File: src/rtl/ss_pkg.sv
package ss_pkg;
  typedef enum logic [2:0] {
    ST_IDLE = 3'd0,
    ST_ENA  = 3'd1,
    ST_RELS = 3'd2,
    ST_CFG  = 3'd3,
    ST_RUN  = 3'd4
  } ss_state_e;

  // The all-ones mode is not handled by this sequencer.
  function automatic logic mode_ok(input logic [1:0] mode);
    return mode != 2'b11;
  endfunction
endpackage

File: src/rtl/ss_shift.sv
module ss_shift #(
  parameter int W = 8
) (
  input  logic         clk,
  input  logic         rst,
  input  logic         load,
  input  logic [W-1:0] word,
  input  logic         shift,
  output logic         msb
);
  logic [W-1:0] sh_q;

  always_ff @(posedge clk) begin
    if (rst)        sh_q <= '0;
    else if (load)  sh_q <= word;
    else if (shift) sh_q <= {sh_q[W-2:0], 1'b0};
  end

  assign msb = sh_q[W-1];
endmodule

File: src/rtl/ss_capture.sv
module ss_capture #(
  parameter int DW = 6
) (
  input  logic          clk,
  input  logic          rst,
  input  logic          arm,
  input  logic          eoc_i,
  input  logic          eos_i,
  input  logic [DW-1:0] data_i,
  output logic          fall_o,
  output logic          last_o,
  output logic          vld_o,
  output logic [DW-1:0] data_o
);
  logic eoc_q, eos_q;

  always_ff @(posedge clk) begin
    if (rst) begin
      eoc_q <= 1'b0;
      eos_q <= 1'b0;
    end else begin
      eoc_q <= eoc_i;
      eos_q <= eos_i;
    end
  end

  assign fall_o = arm & eoc_q & ~eoc_i;
  assign last_o = eos_q;

  always_ff @(posedge clk) begin
    if (rst) begin
      vld_o  <= 1'b0;
      data_o <= '0;
    end else begin
      vld_o <= fall_o;
      if (fall_o) data_o <= data_i;
    end
  end
endmodule

File: src/rtl/sensor_seq.sv
module sensor_seq
  import ss_pkg::*;
#(
  parameter int GAP   = 2,
  parameter int CFG_W = 8,
  parameter int DW    = 6,
  parameter int CHW   = 3
) (
  input  logic             clk,
  input  logic             rst,
  input  logic             start_i,
  input  logic             stop_i,
  input  logic [CFG_W-1:0] cfg_i,
  output logic             sens_ctl_o,
  output logic             sens_rst_o,
  output logic             sens_cfg_en_o,
  output logic             sens_cfg_bit_o,
  input  logic             sens_eoc_i,
  input  logic             sens_eos_i,
  input  logic [DW-1:0]    sens_data_i,
  output logic             smp_valid_o,
  output logic [DW-1:0]    smp_data_o,
  output logic [CHW-1:0]   smp_chan_o
);
  localparam int SPAN = (GAP > CFG_W) ? GAP : CFG_W;
  localparam int CNTW = $clog2(SPAN + 1);
  localparam logic [CNTW-1:0] GAP_LAST = CNTW'(GAP - 1);
  localparam logic [CNTW-1:0] CFG_LAST = CNTW'(CFG_W - 1);

  function automatic logic [CHW-1:0] chan_next(input logic [CHW-1:0] c,
                                               input logic last);
    return last ? '0 : c + 1'b1;
  endfunction

  ss_state_e        st_q;
  logic [CNTW-1:0]  cnt_q;
  logic [CFG_W-1:0] pend_cfg_q;
  logic             pend_v_q;
  logic [CHW-1:0]   chan_q;
  logic [CHW-1:0]   smp_chan_q;

  // named internal events
  logic req_ok;
  logic run_w;
  logic eoc_fall;
  logic eos_last;
  logic go_cfg;
  logic sh_msb;

  assign req_ok = start_i & mode_ok(cfg_i[CFG_W-1 -: 2]);
  assign run_w  = (st_q == ST_RUN);
  assign go_cfg = ((st_q == ST_RELS) && (cnt_q == GAP_LAST))
                | (run_w && eoc_fall && eos_last && pend_v_q);

  ss_capture #(.DW(DW)) u_cap (
    .clk    (clk),
    .rst    (rst),
    .arm    (run_w),
    .eoc_i  (sens_eoc_i),
    .eos_i  (sens_eos_i),
    .data_i (sens_data_i),
    .fall_o (eoc_fall),
    .last_o (eos_last),
    .vld_o  (smp_valid_o),
    .data_o (smp_data_o)
  );

  ss_shift #(.W(CFG_W)) u_sh (
    .clk   (clk),
    .rst   (rst),
    .load  (go_cfg & ~stop_i),
    .word  (pend_cfg_q),
    .shift (st_q == ST_CFG),
    .msb   (sh_msb)
  );

  always_ff @(posedge clk) begin
    if (rst) begin
      st_q       <= ST_IDLE;
      cnt_q      <= '0;
      pend_cfg_q <= '0;
      pend_v_q   <= 1'b0;
      chan_q     <= '0;
    end else if (stop_i) begin
      st_q     <= ST_IDLE;
      cnt_q    <= '0;
      pend_v_q <= 1'b0;
      chan_q   <= '0;
    end else begin
      unique case (st_q)
        ST_IDLE: if (req_ok) begin
          st_q       <= ST_ENA;
          cnt_q      <= '0;
          pend_cfg_q <= cfg_i;
        end
        ST_ENA: begin
          if (cnt_q == GAP_LAST) begin
            st_q  <= ST_RELS;
            cnt_q <= '0;
          end else cnt_q <= cnt_q + 1'b1;
        end
        ST_RELS: begin
          if (go_cfg) begin
            st_q  <= ST_CFG;
            cnt_q <= '0;
          end else cnt_q <= cnt_q + 1'b1;
        end
        ST_CFG: begin
          chan_q <= '0;
          if (cnt_q == CFG_LAST) begin
            st_q  <= ST_RUN;
            cnt_q <= '0;
          end else cnt_q <= cnt_q + 1'b1;
        end
        ST_RUN: begin
          if (eoc_fall) chan_q <= chan_next(chan_q, eos_last);
          if (go_cfg) begin
            st_q     <= ST_CFG;
            cnt_q    <= '0;
            pend_v_q <= 1'b0;
          end else if (req_ok) begin
            pend_v_q   <= 1'b1;
            pend_cfg_q <= cfg_i;
          end
        end
        default: st_q <= ST_IDLE;
      endcase
    end
  end

  always_ff @(posedge clk) begin
    if (rst)           smp_chan_q <= '0;
    else if (eoc_fall) smp_chan_q <= chan_q;
  end

  assign smp_chan_o     = smp_chan_q;
  assign sens_ctl_o     = (st_q != ST_IDLE);
  assign sens_rst_o     = (st_q == ST_IDLE) || (st_q == ST_ENA);
  assign sens_cfg_en_o  = (st_q == ST_CFG);
  assign sens_cfg_bit_o = sens_cfg_en_o & sh_msb;
endmodule

File: config.mk
export PLATFORM = sky130hd
export DESIGN_NAME = sensor_seq
export DESIGN_NICKNAME = d
export VERILOG_FILES = /design/src/rtl/ss_pkg.sv /design/src/rtl/ss_shift.sv /design/src/rtl/ss_capture.sv /design/src/rtl/sensor_seq.sv
export SDC_FILE = /design/constraint.sdc
export NUM_CORES = 1
export LEC_CHECK = 0
export ABC_AREA = 1
export BUFFER_PORTS_ARGS = -buffer_cell sky130_fd_sc_hd__buf_2
export CORE_MARGIN = 8
export CORE_UTILIZATION = 39
export DETAILED_ROUTE_END_ITERATION = 16
export PLACE_DENSITY = 0.64
export SYNTH_ARGS = -nofsm -noshare
export SYNTH_HDL_FRONTEND = slang
export SYNTH_SLANG_ARGS = --single-unit
File: constraint.sdc
create_clock -name clk -period 1.9 [get_ports clk]
set_input_delay 0.19 -clock clk [delete_from_list [all_inputs] [get_ports clk]]
set_output_delay 0.19 -clock clk [all_outputs]
set_load 0.01 [all_outputs]
==> results of run 1 <==
per-stage QoR:
stage	cells	total power [W]	hold WS, ps	utilization, %
2_1_floorplan	270	0.00102	259	-
3_3_place_gp	355	0.00108	418	44.8
6_report	363	0.00160	119	46.6
3_5_place_dp	355	0.00108	416	44.8
5_1_grt	363	0.00170	126	46.6
4_1_cts	363	0.00163	106	46.6
how the worst min path moves through the flow:
stage          slack (ps)       start  depth (start not counted)           end
2_1_floorplan         260         rst                          1  u_sh.sh_q[0]
3_3_place_gp          420  sens_eos_i                          3  u_cap.last_o
3_5_place_dp          420  sens_eos_i                          3  u_cap.last_o
4_1_cts               110  sens_eos_i                          3  u_cap.last_o
5_1_grt               130  sens_eos_i                          3  u_cap.last_o
6_report              120  sens_eos_i                          3  u_cap.last_o
metal layers:
layer / GRT usage [%] / vias to the layer above / routed length, µm
met2: 18.4 / 44 / 1630
met1: 15.4 / 749 / 2100
met5: 0 / - / 0
li1: - / 928 / -
met3: 3.57 / 5 / 265
met4: 5.25 / 0 / 76
cell usage after synthesis, types with 3 or more instances:
cell | count | area (µm²)
a21oi_1 | 18 | 90.1
dfxtp_1 | 39 | 781
ha_1 | 3 | 37.5
inv_1 | 24 | 90.1
inv_2 | 3 | 11.3
nand2_1 | 55 | 206
nand2_4 | 3 | 33.8
nand3_1 | 26 | 130
nor2_1 | 61 | 229
o21ai_0 | 11 | 55.1
layout by cell type (no fill, tap or decap), types with 2 or more instances in the layout:
master	instances
clkbuf_8	5
nor2_4	2
inv_1	24
nor2_1	61
dfxtp_1	39
nand2_4	3
a21oi_1	18
nand2_1	55
o21ai_0	11
inv_2	3
ha_1	3
buf_4	5
nand3_2	2
buf_2	33
clkinv_1	2
nand2_2	2
nand4_1	2
nand3_1	26
kinds of logic (layout without fill, tap and decap cells):
| family | count (synthesis) | after routing | synth area share (%) |
|---|---|---|---|
| simple gates | 158 | 158 | 38.2 |
| flops | 39 | 39 | 41.6 |
| buf+inv | 36 | 75 | 8.19 |
| compound gates | 33 | 33 | 9.53 |
| fa+ha+maj | 3 | 3 | 2.00 |
| xor+xnor | 1 | 1 | 0.466 |
power by group:
part,switching (W),total [W],internal [W]
Sequential,0.0000174,0.000855,0.000838
Combinational,0.000130,0.000206,0.0000758
Clock,0.000285,0.000541,0.000256
flip-flops by register name, summed over array words and instances, names as in the netlist:
register      cells
pend_cfg_q        8
u_cap.eoc_q       1
u_cap.data_o      6
cnt_q             4
chan_q            3
smp_chan_o        3
u_cap.vld_o       1
u_cap.last_o      1
st_q              3
pend_v_q          1
u_sh.sh_q         8
worst max-delay path, stage by stage (launching register included):
cell,delay (ps)
dfxtp_1,410
inv_2,110
nand3_1,140
clkinv_1,280
buf_2,240
layout make-up:
cell class,count,share of cell area (%)
Multi-Input combinational cell,195,43.1
Clock buffer,6,3.32
Clock inverter,2,0.572
Tap cell,54,3.09
Inverter,29,4.97
Timing Repair Buffer,38,9.26
Sequential cell,39,35.7
==> impl_metrics.tcl, run 1 <==
set metrics [dict create \
    antenna_left 0 \
    hold_path.class "in -> reg" \
    netlist_instances 270 \
    cp.required_ps 1710 \
    period_needed_ps 1680 \
    nFillCells 483 \
    ctsResizeCount 0 \
    finalClockSkew_ps 6.40 \
    ir_drop_v 0.000399 \
    setup_viol 0 \
    regArea_um2 781 \
    r2r_start "cnt_q[0]" \
    dieHeight_um 85.4 \
    io_buffers 33 \
    max_cap_viol_count 0 \
    vias 1726 \
    avgViaCountPerCell 4.75 \
    cts_buffers 5 \
    startpoint "st_q[2]" \
    core.rowCount 25 \
    end_kind "output port" \
    worstSetupEndpoint "sens_cfg_en_o" \
    syn_nets 293 \
    grt_pass1_wl_um 7220 \
    finalCritPeriodShare_pct 88.2 \
    r2r-end "pend_cfg_q[0]" \
    die_w_um 85.4 \
    dr.pass1.iters 4 \
    syn_area_um2 1880 \
    synth_edf_count 0 \
    place_area_um2 2100 \
    antenna_found_initial 0 \
    nets 331 \
    postCtsHoldBufs 0 \
    critical_path_arrival_ps 1490 \
    initial_core_util_pct 40.0 \
    drt-total-wl_um 4080 \
    outcome "finished clean" \
    critPathLaunchType "flop" \
    grt_max_degree 18 \
    syn_to_final_growth_pct 16.5 \
    synth_cell_types 29 \
    cts_setup_buffers 0 \
    drive_above_1_share_pct 19.7 \
    drc_errors 0 \
    overflow 0 \
    async_reset_ff_share_pct 0 \
    setup_slack_ps 224 \
    ys_warn_count 0 \
    place_hpwl_um 3070 \
    dp_slack_ps 424 \
    relSlewSlack_pct 80.5 \
    pwr_density_cell_nw_per_um2 732 \
    critPathKind "reg -> out" \
    track_usage_pct 12.1 \
    fmax_mhz 597 \
    cp_max_fo 10 \
    fin_setup_tns_ps 0 \
    r2r_setup_slack_ps 420 \
    cts_tree "done" \
    finalHoldViolCount 0 \
    ys_seq_area_share_pct 41.6 \
    clk_pin_slew_ps 80 \
    clock_sinks 39 \
    cts_buffer_depth 2 \
    grt_pass1_vias 1640 \
    rr_worst_depth 8 \
    antenna_cells 0 \
    p_leak_nw 1.07 \
    cts_root_buf "clkbuf_8" \
    post_drt_wl_per_cell_um 11.2 \
    design_area_um2 2190 \
    syn_area_per_cell_um2 6.96 \
    drt_iter0_drc 79 \
    synth_flop_cell "dfxtp_1" \
    fp.coreArea_um2 4690 \
    insertion_delay_ps 290 \
    rsz0062_at_grt "no" \
    htreeDepth 2 \
    ys_ff_latch 39 \
    worstMarginPinSlew_ps 291 \
    multiInputGateArea_um2 943 \
    die_area_um2 7290 \
    gp_congestion 0.833 \
    num_io_pins 34 \
    slew_violations 0 \
]
No activity file was read; power rests on OpenSTA's default activity.
==> run 2, diff against run 1 <==
--- a/config.mk
+++ b/config.mk
@@ -7,6 +7,7 @@
 export LEC_CHECK = 0
 export ABC_AREA = 1
 export BUFFER_PORTS_ARGS = -buffer_cell sky130_fd_sc_hd__buf_2
+export CORE_ASPECT_RATIO = 1.25
 export CORE_MARGIN = 8
 export CORE_UTILIZATION = 39
 export DETAILED_ROUTE_END_ITERATION = 16
==> impl_metrics.tcl, run 2 (same netlist as run 1, synthesis figures left out) <==
set metrics [dict create \
    setup_slack_ps 233 \
    cts_buffer_depth 2 \
    syn_to_final_growth_pct 19.5 \
    avgViaCountPerCell 4.64 \
    critPathKind "reg -> out" \
    antenna_left 0 \
    critical_path_arrival_ps 1480 \
    gp_congestion 0.834 \
    cts_tree "done" \
    setup_viol 0 \
    grt_pass1_vias 1617 \
    clk_pin_slew_ps 70 \
    ctsResizeCount 0 \
    grt_max_degree 20 \
    initial_core_util_pct 40.0 \
    overflow 0 \
    drive_above_1_share_pct 19.7 \
    ir_drop_v 0.000404 \
    dieHeight_um 93.6 \
    post_drt_wl_per_cell_um 11.0 \
    period_needed_ps 1670 \
    die_area_um2 7310 \
    io_buffers 33 \
    insertion_delay_ps 290 \
    rr_worst_depth 9 \
    core.rowCount 28 \
    antenna_found_initial 0 \
    hold_path.class "in -> reg" \
    design_area_um2 2240 \
    antenna_cells 0 \
    place_hpwl_um 3060 \
    die_w_um 78.1 \
    fp.coreArea_um2 4690 \
    vias 1714 \
    cp_max_fo 10 \
    drc_errors 0 \
    dr.pass1.iters 4 \
    final_common_cell "nor2_1" \
    end_kind "output port" \
    dp.cells 361 \
    hold_path_depth 3 \
    layout_common_cells "61 x nor2_1, 55 x nand2_1, 39 x dfxtp_1, 33 x buf_2, 26 x nand3_1" \
    cts_setup_buffers 0 \
    pwr_density_cell_nw_per_um2 833 \
    finalCritPeriodShare_pct 87.8 \
    fin_setup_tns_ps 0 \
    clock_sinks 39 \
    place_area_um2 2110 \
    critPathLaunchType "flop" \
    nets 331 \
    finalHoldViolCount 0 \
    fmax_mhz 600 \
    cp.required_ps 1710 \
    max_cap_viol_count 0 \
    slew_violations 0 \
    relSlewSlack_pct 80.8 \
    postCtsHoldBufs 0 \
    finalClockSkew_ps 7.36 \
    track_usage_pct 11.5 \
    cts_buffers 5 \
    worstMarginPinSlew_ps 286 \
    final_cells 369 \
    num_io_pins 34 \
    grt_pass1_wl_um 7030 \
    reg_top3 "pend_cfg_q (8), u_sh.sh_q (8), u_cap.data_o (6)" \
    htreeDepth 2 \
    drt_iter0_drc 84 \
    dp_slack_ps 434 \
    drt-total-wl_um 4070 \
    rsz0062_at_grt "no" \
    cts_root_buf "clkbuf_8" \
    outcome "finished clean" \
    power.total_w 0.00187 \
    p_leak_nw 1.09 \
]
[run 2: cell types whose count changed in the layout (fill, tap and decap cells not counted)]
cell / change
bufinv_16: +2
clkinv_2: -1
clkinvlp_4: -1
[run 2: power by group]
part | total [W] | leakage, nW | internal, W | switching, W
clock network | 0.000810 | 0.0654 | 0.000525 | 0.000285
logic | 0.000204 | 0.713 | 0.0000758 | 0.000128
registers | 0.000855 | 0.316 | 0.000838 | 0.0000166
[run 2: critical path, cell delays in order, from the launching register on]
cell and delay [ps]:
dfxtp_1 410, inv_2 110, nand3_1 150, clkinv_1 280, buf_2 240
[run 2: final timing paths]
| check | start | to | slack, ps |
|---|---|---|---|
| setup / recovery | st_q[2] | sens_cfg_en_o | 230 |
| hold reg to reg | u_cap.data_o[4] | u_cap.data_o[4] | 480 |
| hold / removal | sens_eos_i | u_cap.last_o | 110 |
| setup reg to reg | cnt_q[0] | u_sh.sh_q[1] | 440 |
[run 2: layout make-up]
type / count / area (µm²)
sequential: 39 / 781
timing repair buffer: 38 / 203
multi-input combinational: 195 / 943
inverter: 29 / 109
tap: 60 / 75.1
fill: 524 / 2450
clock inverter: 2 / 60.1
clock buffer: 6 / 72.6
[run 2: layer usage]
layer,part of all wire (%),global-route usage [%],vias up
met2,48,19.0,32
met4,0.93,6.04,0
li1,-,-,927
met3,4.8,3.65,2
met1,46,12.9,753
met5,0,0,-
[run 2: per-stage QoR]
stage	util [%]	hold WS [ps]
3_3_place_gp	45.0	408
2_1_floorplan	-	259
5_1_grt	47.8	98.2
4_1_cts	47.8	106
6_report	47.8	112
3_5_place_dp	45.0	412
==> run 3, diff against run 2 <==
--- a/config.mk
+++ b/config.mk
@@ -5,9 +5,9 @@
 export SDC_FILE = /design/constraint.sdc
 export NUM_CORES = 1
 export LEC_CHECK = 0
-export ABC_AREA = 1
+export ABC_CLOCK_PERIOD_IN_PS = 1900
 export BUFFER_PORTS_ARGS = -buffer_cell sky130_fd_sc_hd__buf_2
-export CORE_ASPECT_RATIO = 1.25
+export CORE_ASPECT_RATIO = 1.1
 export CORE_MARGIN = 8
 export CORE_UTILIZATION = 39
 export DETAILED_ROUTE_END_ITERATION = 16
==> impl_metrics.tcl, run 3 <==
set metrics [dict create \
    worstMarginPinSlew_ps 628 \
    dieHeight_um 88.8 \
    synth_top_cell_by_area "dfxtp_1" \
    synth_flop_cell "dfxtp_1" \
    synth_edf_count 0 \
    crit_path_max_incr_delay_ps 490 \
    nets 273 \
    antenna_left 0 \
    final_common_cell "dfxtp_1" \
    slew_violations 0 \
    avgViaCountPerCell 5.41 \
    drive_above_1_share_pct 22.7 \
    outcome "finished clean" \
    ys_seq_area_share_pct 41.5 \
    cp_cell_sequence "or3b_1, or2_1, a21oi_1, o21ai_1" \
    place_area_um2 2100 \
    syn_to_final_growth_pct 18.2 \
    setup_viol 0 \
    dp.cells 299 \
    syn_area_um2 1880 \
    cts_tree "done" \
    final_cells 307 \
    synth_top_area_share_pct 41.5 \
    die_area_um2 7300 \
    finalCritPeriodShare_pct 91.8 \
    period_needed_ps 1740 \
    finalClockSkew_ps 3.31 \
    antenna_found_initial 0 \
    htreeDepth 2 \
    synth_cell_types 42 \
    critPathKind "reg -> reg" \
    grt_pass1_wl_um 7200 \
    drt-total-wl_um 4170 \
    cts_setup_buffers 0 \
    rsz0062_at_grt "no" \
    core.rowCount 26 \
    syn_area_per_cell_um2 8.66 \
    synth_commonest_cells "39 x dfxtp_1, 25 x nor2_1, 18 x nand2_1" \
    initial_core_util_pct 40.4 \
    clkPwrFrac_pct 43.2 \
    grt_max_degree 28 \
    fmax_mhz 573 \
    whs_ps 116 \
    pwr_density_cell_nw_per_um2 747 \
    yosysMostFrequentCell "dfxtp_1" \
    nFillCells 472 \
    num_io_pins 34 \
    cp_max_fo 13 \
    dr.pass1.iters 4 \
    antenna_cells 0 \
    critical_path_arrival_ps 1930 \
    ys_ff_latch 39 \
    clk_pin_slew_ps 80 \
    relSlewSlack_pct 58.1 \
    hold_path.class "in -> reg" \
    async_reset_ff_share_pct 0 \
    power.total_w 0.00166 \
    crit_slowest_cell "or2_1" \
    cp.required_ps 2080 \
    cts_root_buf "clkbuf_8" \
    finalHoldViolCount 0 \
    insertion_delay_ps 290 \
    place_hpwl_um 3060 \
    overflow 0 \
    internal_power_w 0.00130 \
    io_buffers 33 \
    track_usage_pct 12.3 \
    reg_top3 "pend_cfg_q (8), u_sh.sh_q (8), u_cap.data_o (6)" \
    postCtsHoldBufs 0 \
    comb_power_share_pct 6.4 \
    ys_top_cells_by_area "dfxtp_1 42%, mux2i_1 5.3%, nor2_1 5.0%" \
    cts_buffers 5 \
    p_sw_w 0.000360 \
    syn_nets 240 \
    die_w_um 82.2 \
    drc_errors 0 \
    ir_drop_v 0.000311 \
    grt_pass1_vias 1624 \
    vias 1661 \
    design_area_um2 2220 \
    ys_warn_count 0 \
    netlist_instances 217 \
    seq_power_share_pct 50.4 \
    switching_share_pct 21.7 \
    ctsResizeCount 0 \
    p_leak_nw 0.930 \
    max_cap_viol_count 0 \
    post_drt_wl_per_cell_um 13.6 \
    layout_common_cells "39 x dfxtp_1, 33 x buf_2, 25 x nor2_1, 18 x nand2_1, 16 x a21oi_1" \
    fp.coreArea_um2 4650 \
    gp_congestion 0.830 \
    drt_iter0_drc 66 \
    cts_buffer_depth 2 \
    fin_setup_tns_ps 0 \
    critPathLaunchType "flop" \
    clock_sinks 39 \
    end_kind "flop" \
]
## run 3: cell count changes in the layout (fill, tap and decap cells not counted), moves of 6 or more
cell | previous run | this run
a211oi_1 | 1 | 7
nand2_1 | 55 | 18
nand3b_1 | 1 | 10
inv_1 | 24 | 7
a311oi_1 | 0 | 6
nand3_1 | 26 | 4
mux2i_1 | 0 | 10
nor2_1 | 61 | 25
## run 3: cell families after synthesis
kind of cell | Yosys count | synth area share [%]
muxes | 11 | 5.93
and+or+nand+nor | 81 | 23.4
adders and majority gates | 3 | 2.00
DFF | 39 | 41.5
buffers and inverters | 24 | 5.99
AOI/OAI and AO/OA | 59 | 21.1
## run 3: worst max-delay path: cells and delay by family (launching register included)
kind               cells  cell delay, ps
DFF                    1             390
AOI/OAI and AO/OA      2             320
and+or+nand+nor        2             930
## run 3: area by class of cell
class	count	area [µm²]	share of cell area (%)
clock buffer	6	82.6	3.72
clock inverter	2	35.0	1.58
inverter	7	26.3	1.18
multi-input combinational	154	986	44.4
sequential	39	781	35.2
tap	56	70.1	3.15
timing repair buffer	43	240	10.8
## run 3: worst paths after layout
| check | end | slack, ps | depth (start not counted) | from |
|---|---|---|---|---|
| worst max-delay path | chan_q[2] | 160 | 4 | st_q[1] |
| worst min-delay path | u_cap.last_o | 120 | 2 | sens_eos_i |
| worst min register to register | u_sh.sh_q[0] | 470 | 2 | pend_cfg_q[0] |
| worst max register to register | chan_q[2] | 160 | 4 | st_q[1] |
## run 3: through the flow
step | setup slack (ps) | util (%)
2_1_floorplan | 300 | -
3_3_place_gp | 187 | 45.2
3_5_place_dp | 165 | 45.2
4_1_cts | 145 | 47.7
5_1_grt | 31.4 | 47.7
6_report | 156 | 47.7
## run 3: metal layers
metal	GRT usage (%)	routed length [µm]	vias to the layer above
li1	-	-	843
met5	0	0	-
met4	3.83	50	0
met1	15.3	1970	764
met2	19.5	1810	48
met3	4.07	341	6
## run 3: power by group through the flow
stage	Sequential (W)	Clock [W]	Combinational, W
finish	0.000835	0.000717	0.000106
global route	0.000837	0.000770	0.000119
CTS	0.000835	0.000738	0.000107
detailed placement	0.000855	0	0.000107
global placement	0.000854	0	0.000107
floorplan	0.000852	0	0.0000638
